File: src/rtl/ipc_pkg.sv
package ipc_pkg;
    localparam int NUM_LVL   = 8;
    localparam int PRIO_W    = 8;
    localparam int STAT_W    = 8;
    localparam int EXC_BIT   = 7;
    localparam int RESP_W    = STAT_W + PRIO_W;
    localparam logic [PRIO_W-1:0] NO_PRIO = '1;

    typedef enum logic [0:0] {
        ST_QUIET  = 1'b0,
        ST_RAISED = 1'b1
    } ipc_state_e;
endpackage

File: src/rtl/ipc_lead_detect.sv
module ipc_lead_detect #(
    parameter int W  = 8,
    parameter int OW = 8
) (
    input  logic [W-1:0]  vec_i,
    output logic [OW-1:0] idx_o
);
    // Leading-zero count: scan from LSB up so the highest set bit wins.
    always_comb begin
        idx_o = '1;
        for (int i = 0; i < W; i++) begin
            if (vec_i[i]) begin
                idx_o = OW'(W - 1 - i);
            end
        end
    end
endmodule

File: src/rtl/ipc_pend_buf.sv
module ipc_pend_buf
    import ipc_pkg::*;
#(
    parameter int LVLS = NUM_LVL,
    parameter int PW   = PRIO_W
) (
    input  logic          clk,
    input  logic          rst_n,
    input  logic          set_en_i,
    input  logic [PW-1:0] set_prio_i,
    input  logic          clr_en_i,
    input  logic [PW-1:0] clr_prio_i,
    output logic [PW-1:0] pipr_nxt_o,
    output logic [PW-1:0] pipr_q_o
);
    logic [LVLS-1:0] ipb_q;
    logic [LVLS-1:0] ipb_nxt;
    logic [LVLS-1:0] set_mask;
    logic [LVLS-1:0] clr_mask;

    function automatic logic [LVLS-1:0] lvl_mask(input logic [PW-1:0] prio);
        logic [LVLS-1:0] m;
        m = '0;
        for (int i = 0; i < LVLS; i++) begin
            if (prio == PW'(i)) begin
                m[LVLS-1-i] = 1'b1;
            end
        end
        return m;
    endfunction

    always_comb begin
        set_mask = set_en_i ? lvl_mask(set_prio_i) : '0;
        clr_mask = clr_en_i ? lvl_mask(clr_prio_i) : '0;
        // retire first, then post the new notification
        ipb_nxt  = (ipb_q & ~clr_mask) | set_mask;
    end

    ipc_lead_detect #(
        .W  (LVLS),
        .OW (PW)
    ) i_lead (
        .vec_i (ipb_nxt),
        .idx_o (pipr_nxt_o)
    );

    always_ff @(posedge clk) begin
        if (!rst_n) begin
            ipb_q    <= '0;
            pipr_q_o <= '1;
        end else begin
            ipb_q    <= ipb_nxt;
            pipr_q_o <= pipr_nxt_o;
        end
    end
endmodule

File: src/rtl/ipc_presenter.sv
module ipc_presenter
    import ipc_pkg::*;
(
    input  logic              clk,
    input  logic              rst_n,
    input  logic              ntf_valid_i,
    input  logic [PRIO_W-1:0] ntf_prio_i,
    input  logic              cppr_wr_i,
    input  logic [PRIO_W-1:0] cppr_wdata_i,
    input  logic              ack_rd_i,
    output logic              irq_o,
    output logic              ack_valid_o,
    output logic [RESP_W-1:0] ack_data_o
);
    ipc_state_e        state_q, state_nxt;
    logic [PRIO_W-1:0] cppr_q, cppr_after_ack, cppr_nxt;
    logic [PRIO_W-1:0] pipr_q, pipr_nxt;
    logic              exc_set, take_ack, cppr_ok, favored;
    logic [STAT_W-1:0] stat_byte;

    assign exc_set  = (state_q == ST_RAISED);
    assign take_ack = ack_rd_i && exc_set;

    always_comb begin
        stat_byte          = '0;
        stat_byte[EXC_BIT] = exc_set;
    end

    // Step 1: acknowledge; step 2: software CPPR write; step 3: notify.
    assign cppr_after_ack = take_ack ? pipr_q : cppr_q;
    assign cppr_ok        = (cppr_wdata_i < PRIO_W'(NUM_LVL)) || (cppr_wdata_i == NO_PRIO);
    assign cppr_nxt       = (cppr_wr_i && cppr_ok) ? cppr_wdata_i : cppr_after_ack;

    ipc_pend_buf #(
        .LVLS (NUM_LVL),
        .PW   (PRIO_W)
    ) i_pend (
        .clk        (clk),
        .rst_n      (rst_n),
        .set_en_i   (ntf_valid_i),
        .set_prio_i (ntf_prio_i),
        .clr_en_i   (take_ack),
        .clr_prio_i (pipr_q),
        .pipr_nxt_o (pipr_nxt),
        .pipr_q_o   (pipr_q)
    );

    assign favored = (pipr_nxt < cppr_nxt);

    always_comb begin
        state_nxt = state_q;
        unique case (state_q)
            ST_QUIET: begin
                if (favored) state_nxt = ST_RAISED;
            end
            ST_RAISED: begin
                if (ack_rd_i && !favored) state_nxt = ST_QUIET;
            end
            default: state_nxt = ST_QUIET;
        endcase
    end

    // state register
    always_ff @(posedge clk) begin
        if (!rst_n) begin
            state_q <= ST_QUIET;
            cppr_q  <= '0;
        end else begin
            state_q <= state_nxt;
            cppr_q  <= cppr_nxt;
        end
    end

    // outputs
    always_ff @(posedge clk) begin
        if (!rst_n) begin
            irq_o       <= 1'b0;
            ack_valid_o <= 1'b0;
            ack_data_o  <= '0;
        end else begin
            irq_o       <= (state_nxt == ST_RAISED);
            ack_valid_o <= ack_rd_i;
            ack_data_o  <= ack_rd_i ? {stat_byte, cppr_after_ack} : '0;
        end
    end
endmodule

File: config.mk
export PLATFORM = sky130hd
export DESIGN_NAME = ipc_presenter
export DESIGN_NICKNAME = d
export VERILOG_FILES = /design/src/rtl/ipc_pkg.sv /design/src/rtl/ipc_lead_detect.sv /design/src/rtl/ipc_pend_buf.sv /design/src/rtl/ipc_presenter.sv
export SDC_FILE = /design/constraint.sdc
export NUM_CORES = 1
export LEC_CHECK = 0
export CAP_MARGIN = 40
export CORE_UTILIZATION = 44
export CTS_CLUSTER_SIZE = 28
export DETAILED_ROUTE_END_ITERATION = 7
export PLACE_DENSITY = 0.77
export SLEW_MARGIN = 40
export SYNTH_ARGS = -nofsm -noshare
export SYNTH_HDL_FRONTEND = slang
export SYNTH_SLANG_ARGS = --single-unit
File: constraint.sdc
create_clock -name clk -period 4 [get_ports clk]
set_input_delay 0.8 -clock clk [delete_from_list [all_inputs] [get_ports clk]]
set_output_delay 0.8 -clock clk [all_outputs]
set_load 0.01 [all_outputs]
# Yosys cells after proc, flatten, opt, wreduce, memory -nomap -nowiden
# Index checks and enable logic that the tools add are counted.
# Widths: inputs -> output; s select.
# op_classes
n_addsub	0
multipliers	0
n_div	0
magnitude_cmp	2
eq_ne	15
shifts	0
muxes	31
n_bitwise	4
reduce_logical	8
# op_table
op	n
$mux 8	12
$eq 8x3->1 const B	8
$eq 8x2->1 const B	4
$mux 1	18
$eq 8x1->1 const B	2
$logic_not 8->1	2
$and 8x8->8	1
$eq 8x8->1 const B	1
$lt 8x4->1 const B	1
$lt 8x8->1	1
$not 8->8	1
$or 8x8->8	1
$logic_and 1x1->1	3
$pmux 1 s2	1
$reduce_and 2->1	1
$logic_not 1->1	1
$logic_or 1x1->1	1
$not 1->1	1
# totals
ff_bits	42
latch_bits	0
mem_bits_rw	0
rom_bits	0
mem_count	0

# Depth between registers and ports, before layout
# depth
ltp_word	19
ltp_mapped	12

# Modules after synthesis
# A second synthesis with hierarchy kept.
# hier_totals
cells_unflattened	181
hier_area_um2	1778.0
# modules_own_cells
module	n_inst	cells_each	area_each_um2
ipc_presenter	1	100	997.2
ipc_pend_buf	1	66	688.2
ipc_lead_detect	1	15	92.6

# Worst setup path before layout
# Ideal clock, no wire load.
# synth_path
path_type	input to register
startpoint	input port ack_rd_i
endpoint	register irq_o
setup_time_ns	0.079
t_arrival_ns	3.822
required_ns	3.921
path_slack_ns	0.099
stages	12
path_cell_list	buf_2 -> nand3b_1 -> o41ai_1 -> nand2_1 -> nand4bb_1 -> nor4_1 -> ha_1 -> a21o_1 -> a21o_1 -> a2111oi_0 -> nor4_1 -> a22oi_1
# synth_via
elab_chain_cells	18
word_cells_on_any_way	21
# synth_lines
item	line_no	text
from (decl)	ipc_presenter.sv:10	input logic ack_rd_i,
$logic_and 1x1->1 (*)	ipc_presenter.sv:22	assign take_ack = ack_rd_i && exc_set;
$mux 8 (*)	ipc_pend_buf.sv:34	clr_mask = clr_en_i ? lvl_mask(clr_prio_i) : '0;
$not 8->8 (*)	ipc_pend_buf.sv:36	ipb_nxt = (ipb_q & ~clr_mask) | set_mask;
$and 8x8->8 (*)	ipc_pend_buf.sv:36	
$or 8x8->8 (*)	ipc_pend_buf.sv:36	
$mux 8 (7 in series)	ipc_lead_detect.sv:12	if (vec_i[i]) begin
$mux 8 (*)	ipc_lead_detect.sv:12	
named net i_pend.i_lead.idx_o[3]	ipc_lead_detect.sv:6	output logic [OW-1:0] idx_o
$lt 8x8->1 (*)	ipc_presenter.sv:48	assign favored = (pipr_nxt < cppr_nxt);
$logic_not 1->1	ipc_presenter.sv:57	if (ack_rd_i && !favored) state_nxt = ST_QUIET;
$logic_and 1x1->1	ipc_presenter.sv:57	
$mux 1	ipc_presenter.sv:57	
$pmux 1 s2 (*)	ipc_presenter.sv:52	unique case (state_q)
to (signal assigned)	ipc_presenter.sv:81	irq_o <= (state_nxt == ST_RAISED);
to (decl)	ipc_presenter.sv:11	output logic irq_o,
# The timed path passes the listed nets; every way through them passes the cells marked *.
# A chain may end at the register's enable or synchronous reset.

# Worst setup path after layout
# layout_path
startpoint	input port ntf_prio_i[5]
endpoint	register irq_o
# layout_via
elab_chain_cells	17
word_cells_on_any_way	32
# layout_lines
item	line_no	text
from (decl)	ipc_presenter.sv:7	input logic [PRIO_W-1:0] ntf_prio_i,
$eq 8x3->1	ipc_pend_buf.sv:25	if (prio == PW'(i)) begin
$mux 1	ipc_pend_buf.sv:25	
$mux 8 (*)	ipc_pend_buf.sv:33	set_mask = set_en_i ? lvl_mask(set_prio_i) : '0;
$or 8x8->8 (*)	ipc_pend_buf.sv:36	
$mux 8 (7 in series)	ipc_lead_detect.sv:12	
$mux 8 (*)	ipc_lead_detect.sv:12	
named net i_pend.i_lead.idx_o[3]	ipc_lead_detect.sv:6	
$lt 8x8->1 (*)	ipc_presenter.sv:48	
$logic_not 1->1	ipc_presenter.sv:57	
$logic_and 1x1->1	ipc_presenter.sv:57	
$mux 1	ipc_presenter.sv:57	
$pmux 1 s2 (*)	ipc_presenter.sv:52	
# Marked as above.

==> impl_metrics.yaml <==
clocking:
  cts_buffers: 5
  cts.sinks: 31
  clockBufferDepth: 2
  cts-root-buf: "clkbuf_4"
  postCtsHoldBufs: 0
  cts_tree: "done"
  clock_latency_ns: 0.31
  clk_pin_slew_worst_paths_ns: 0.09
  htreeDepth: 2
sta:
  setup_tns_ns: 0
  timing.slew.headroom_pct: 63.7
  finalWorstSetupSlack_ns: 0.0746
  worst_pin_slew_ns: 0.544
  rsz0062_at_grt: "false"
  report.final.slew_viol_count: 0
  setup_violations: 0
  fin_skew_ns: 0.00686
  finalHoldViolCount: 0
  fin_crit_sh_pct: 98.1
  max_freq_ghz: 0.255
  post-route-min-period_ns: 3.93
placed_design:
  place_congestion: 0.922
  hpwl_mm: 3.15
  pre_cts_ws_ns: -0.460
  io_buffers: 31
  placed_area_um2: 2040
detailed_routing:
  routed_wl_mm: 3.93
  final_antenna_net_count: 0
  wl_per_cell_um: 14.5
  firstDrtPassIters: 4
  num_vias: 1546
  drc_errors: 0
  viasPerCell: 5.70
  drt_iter0_markers: 53
synth:
  seq_area_frac_synth_pct: 40.1
  synthesis.instances: 169
  async_flop_share_pct: 0
  synthFlopType: "dfxtp_1"
  yosys_warnings: 0
  synthTopCellsByArea: "dfxtp_1, ha_1, a21o_1"
  synth_area_per_cell_um2: 9.15
  yosysUniqueCellTypes: 47
  synth_area_um2: 1550
  synth_top_cell_area_share_pct: 40.1
  ys_ff_latch: 31
  synth_top_area_cell: "dfxtp_1"
  synth_edf_count: 0
critical_path:
  critPathLaunchType: "primary input"
  cp_top_family: "simple AND/OR/NAND/NOR gates"
  crit_path_top_delay_cell: "or4_4"
  worstSetupPathType: "in2reg"
  worst_setup_path_end_kind: "flip-flop"
  arrival_ns: 4.16
  critPathMostFrequentCell: "a21o_1"
  worstPathCellList: "clkdlybuf4s50_1 > or4_4 > or4_1 > nand2_1 > nand4bb_1 > nor4_2 > ha_1 > a21o_1 > a21o_1 > a2111oi_4 > buf_4 > nor2_1 > a22oi_1"
  crit_fanout: 3
  critPathRequiredTime_ns: 4.23
  cpPeakStageDelay_ns: 0.54
  crit_buf_inv: 2
power_and_ir_drop:
  total_power_uw: 670
  power_density_nw_per_um2: 313
  ir_drop_mv: 0.146
  p_leak_nw: 0.873
grt:
  grt_usage_pct: 23.6
  grt_pass1_vias: 1465
  gr-total-overflow: 0
  antenna_found_initial: 0
  grt_pass1_wl_mm: 6.42
  grt_start_max_net_pins: 16
floorplanning:
  ioPinCount: 39
  die_y_um: 61.3
  num_rows: 21
  start_util_pct: 46.0
  die_w_um: 61.3
  dieArea_um2: 3760
  core_um2: 3360
final_layout:
  finalInstanceArea_um2: 2140
  final_cell_mix: "dfxtp_1, clkdlybuf4s50_1, buf_4"
  fin_nets: 253
  antenna_cells: 0
  post-route-util_pct: 63.6
  drive_above_1_share_pct: 18.2
  area_growth_pct: 38.3
  fillers: 307
worst_hold_path:
  hold_class: "reg2reg"
run_status:
  status: "finished clean"
run:
  maxCapViolations: 0
layer usage:
layer / up-vias / GRT usage (%) / share of wire [%]
met5: - / 0 / 0
met4: 0 / 13.3 / 3.0
met3: 15 / 6.51 / 6.7
met2: 74 / 40.1 / 48
met1: 728 / 26.6 / 42
li1: 729 / - / -
Yosys cell counts, types with 2 or more instances:
master / count
o41ai_1: 3
nor3_1: 2
o21ai_0: 9
o21a_1: 2
inv_1: 5
nand3_1: 3
buf_4: 7
buf_2: 2
ha_1: 7
nor4_1: 3
and3_1: 2
nor2_1: 15
and2_1: 4
nand4bb_1: 2
clkbuf_1: 3
a21oi_1: 7
dfxtp_1: 31
o211a_1: 2
a21o_1: 8
mux2i_1: 3
nand3b_1: 3
or4_1: 3
nand2b_1: 5
nand4_1: 2
nand2_1: 8
a211oi_1: 7
worst min-delay path: stages, from the launching register on:
cell and delay [ns]:
dfxtp_1 0.31, mux2i_1 0.09, nor2_1 0.10
sequential cells by signal (all words and copies together) (netlist names):
name and count:
ack_data_o 9, cppr_q 8, i_pend.ipb_q 8, i_pend.pipr_q_o 4, ack_valid_o 1, irq_o 1
path summary, 6_finish.rpt:
path | startpoint | end | slack [ns] | cells after the start
setup / recovery | ntf_prio_i[5] | irq_o$_SDFF_PN0_ | 0.07 | 13
hold / removal | cppr_q[2]$_SDFF_PN0_ | ack_data_o[2]$_SDFF_PN0_ | 0.54 | 2
setup reg to reg | irq_o$_SDFF_PN0_ | irq_o$_SDFF_PN0_ | 0.67 | 13
hold reg to reg | cppr_q[2]$_SDFF_PN0_ | ack_data_o[2]$_SDFF_PN0_ | 0.54 | 2
cell families after synthesis:
kind of cell | Yosys count | synth area share [%]
buffers and inverters | 17 | 5.99
muxes | 3 | 1.94
DFF | 31 | 40.1
AOI/OAI and AO/OA | 49 | 23.3
other | 1 | 0.242
adders and majority gates | 7 | 5.66
and+or+nand+nor | 61 | 22.7
through the flow:
stage	hold WS, ns	std cells
floorplan	0.476	175
global placement	0.510	264
detailed placement	0.507	264
CTS	0.535	271
global route	0.589	271
finish	0.541	271
power breakdown:
part	switching [mW]	internal, mW
sequential	0.00715	0.325
clock	0.0915	0.0813
combinational	0.0842	0.0814
timing repair:
item                       in CTS  in global routing
buffers inserted                0                  0
setup endpoints to repair       1                  1
gates resized for setup         3                  5
cell type report:
cell class	instances	area (um2)	area share (%)
timing repair buffer	55	490	22.9
inverter	5	18.8	0.877
clock inverter	1	5.00	0.234
clock buffer	6	51.3	2.40
tap	46	57.6	2.69
sequential	31	621	29.0
multi-input combinational	127	896	41.9
Note: power is estimated with default switching activity, not from simulation.
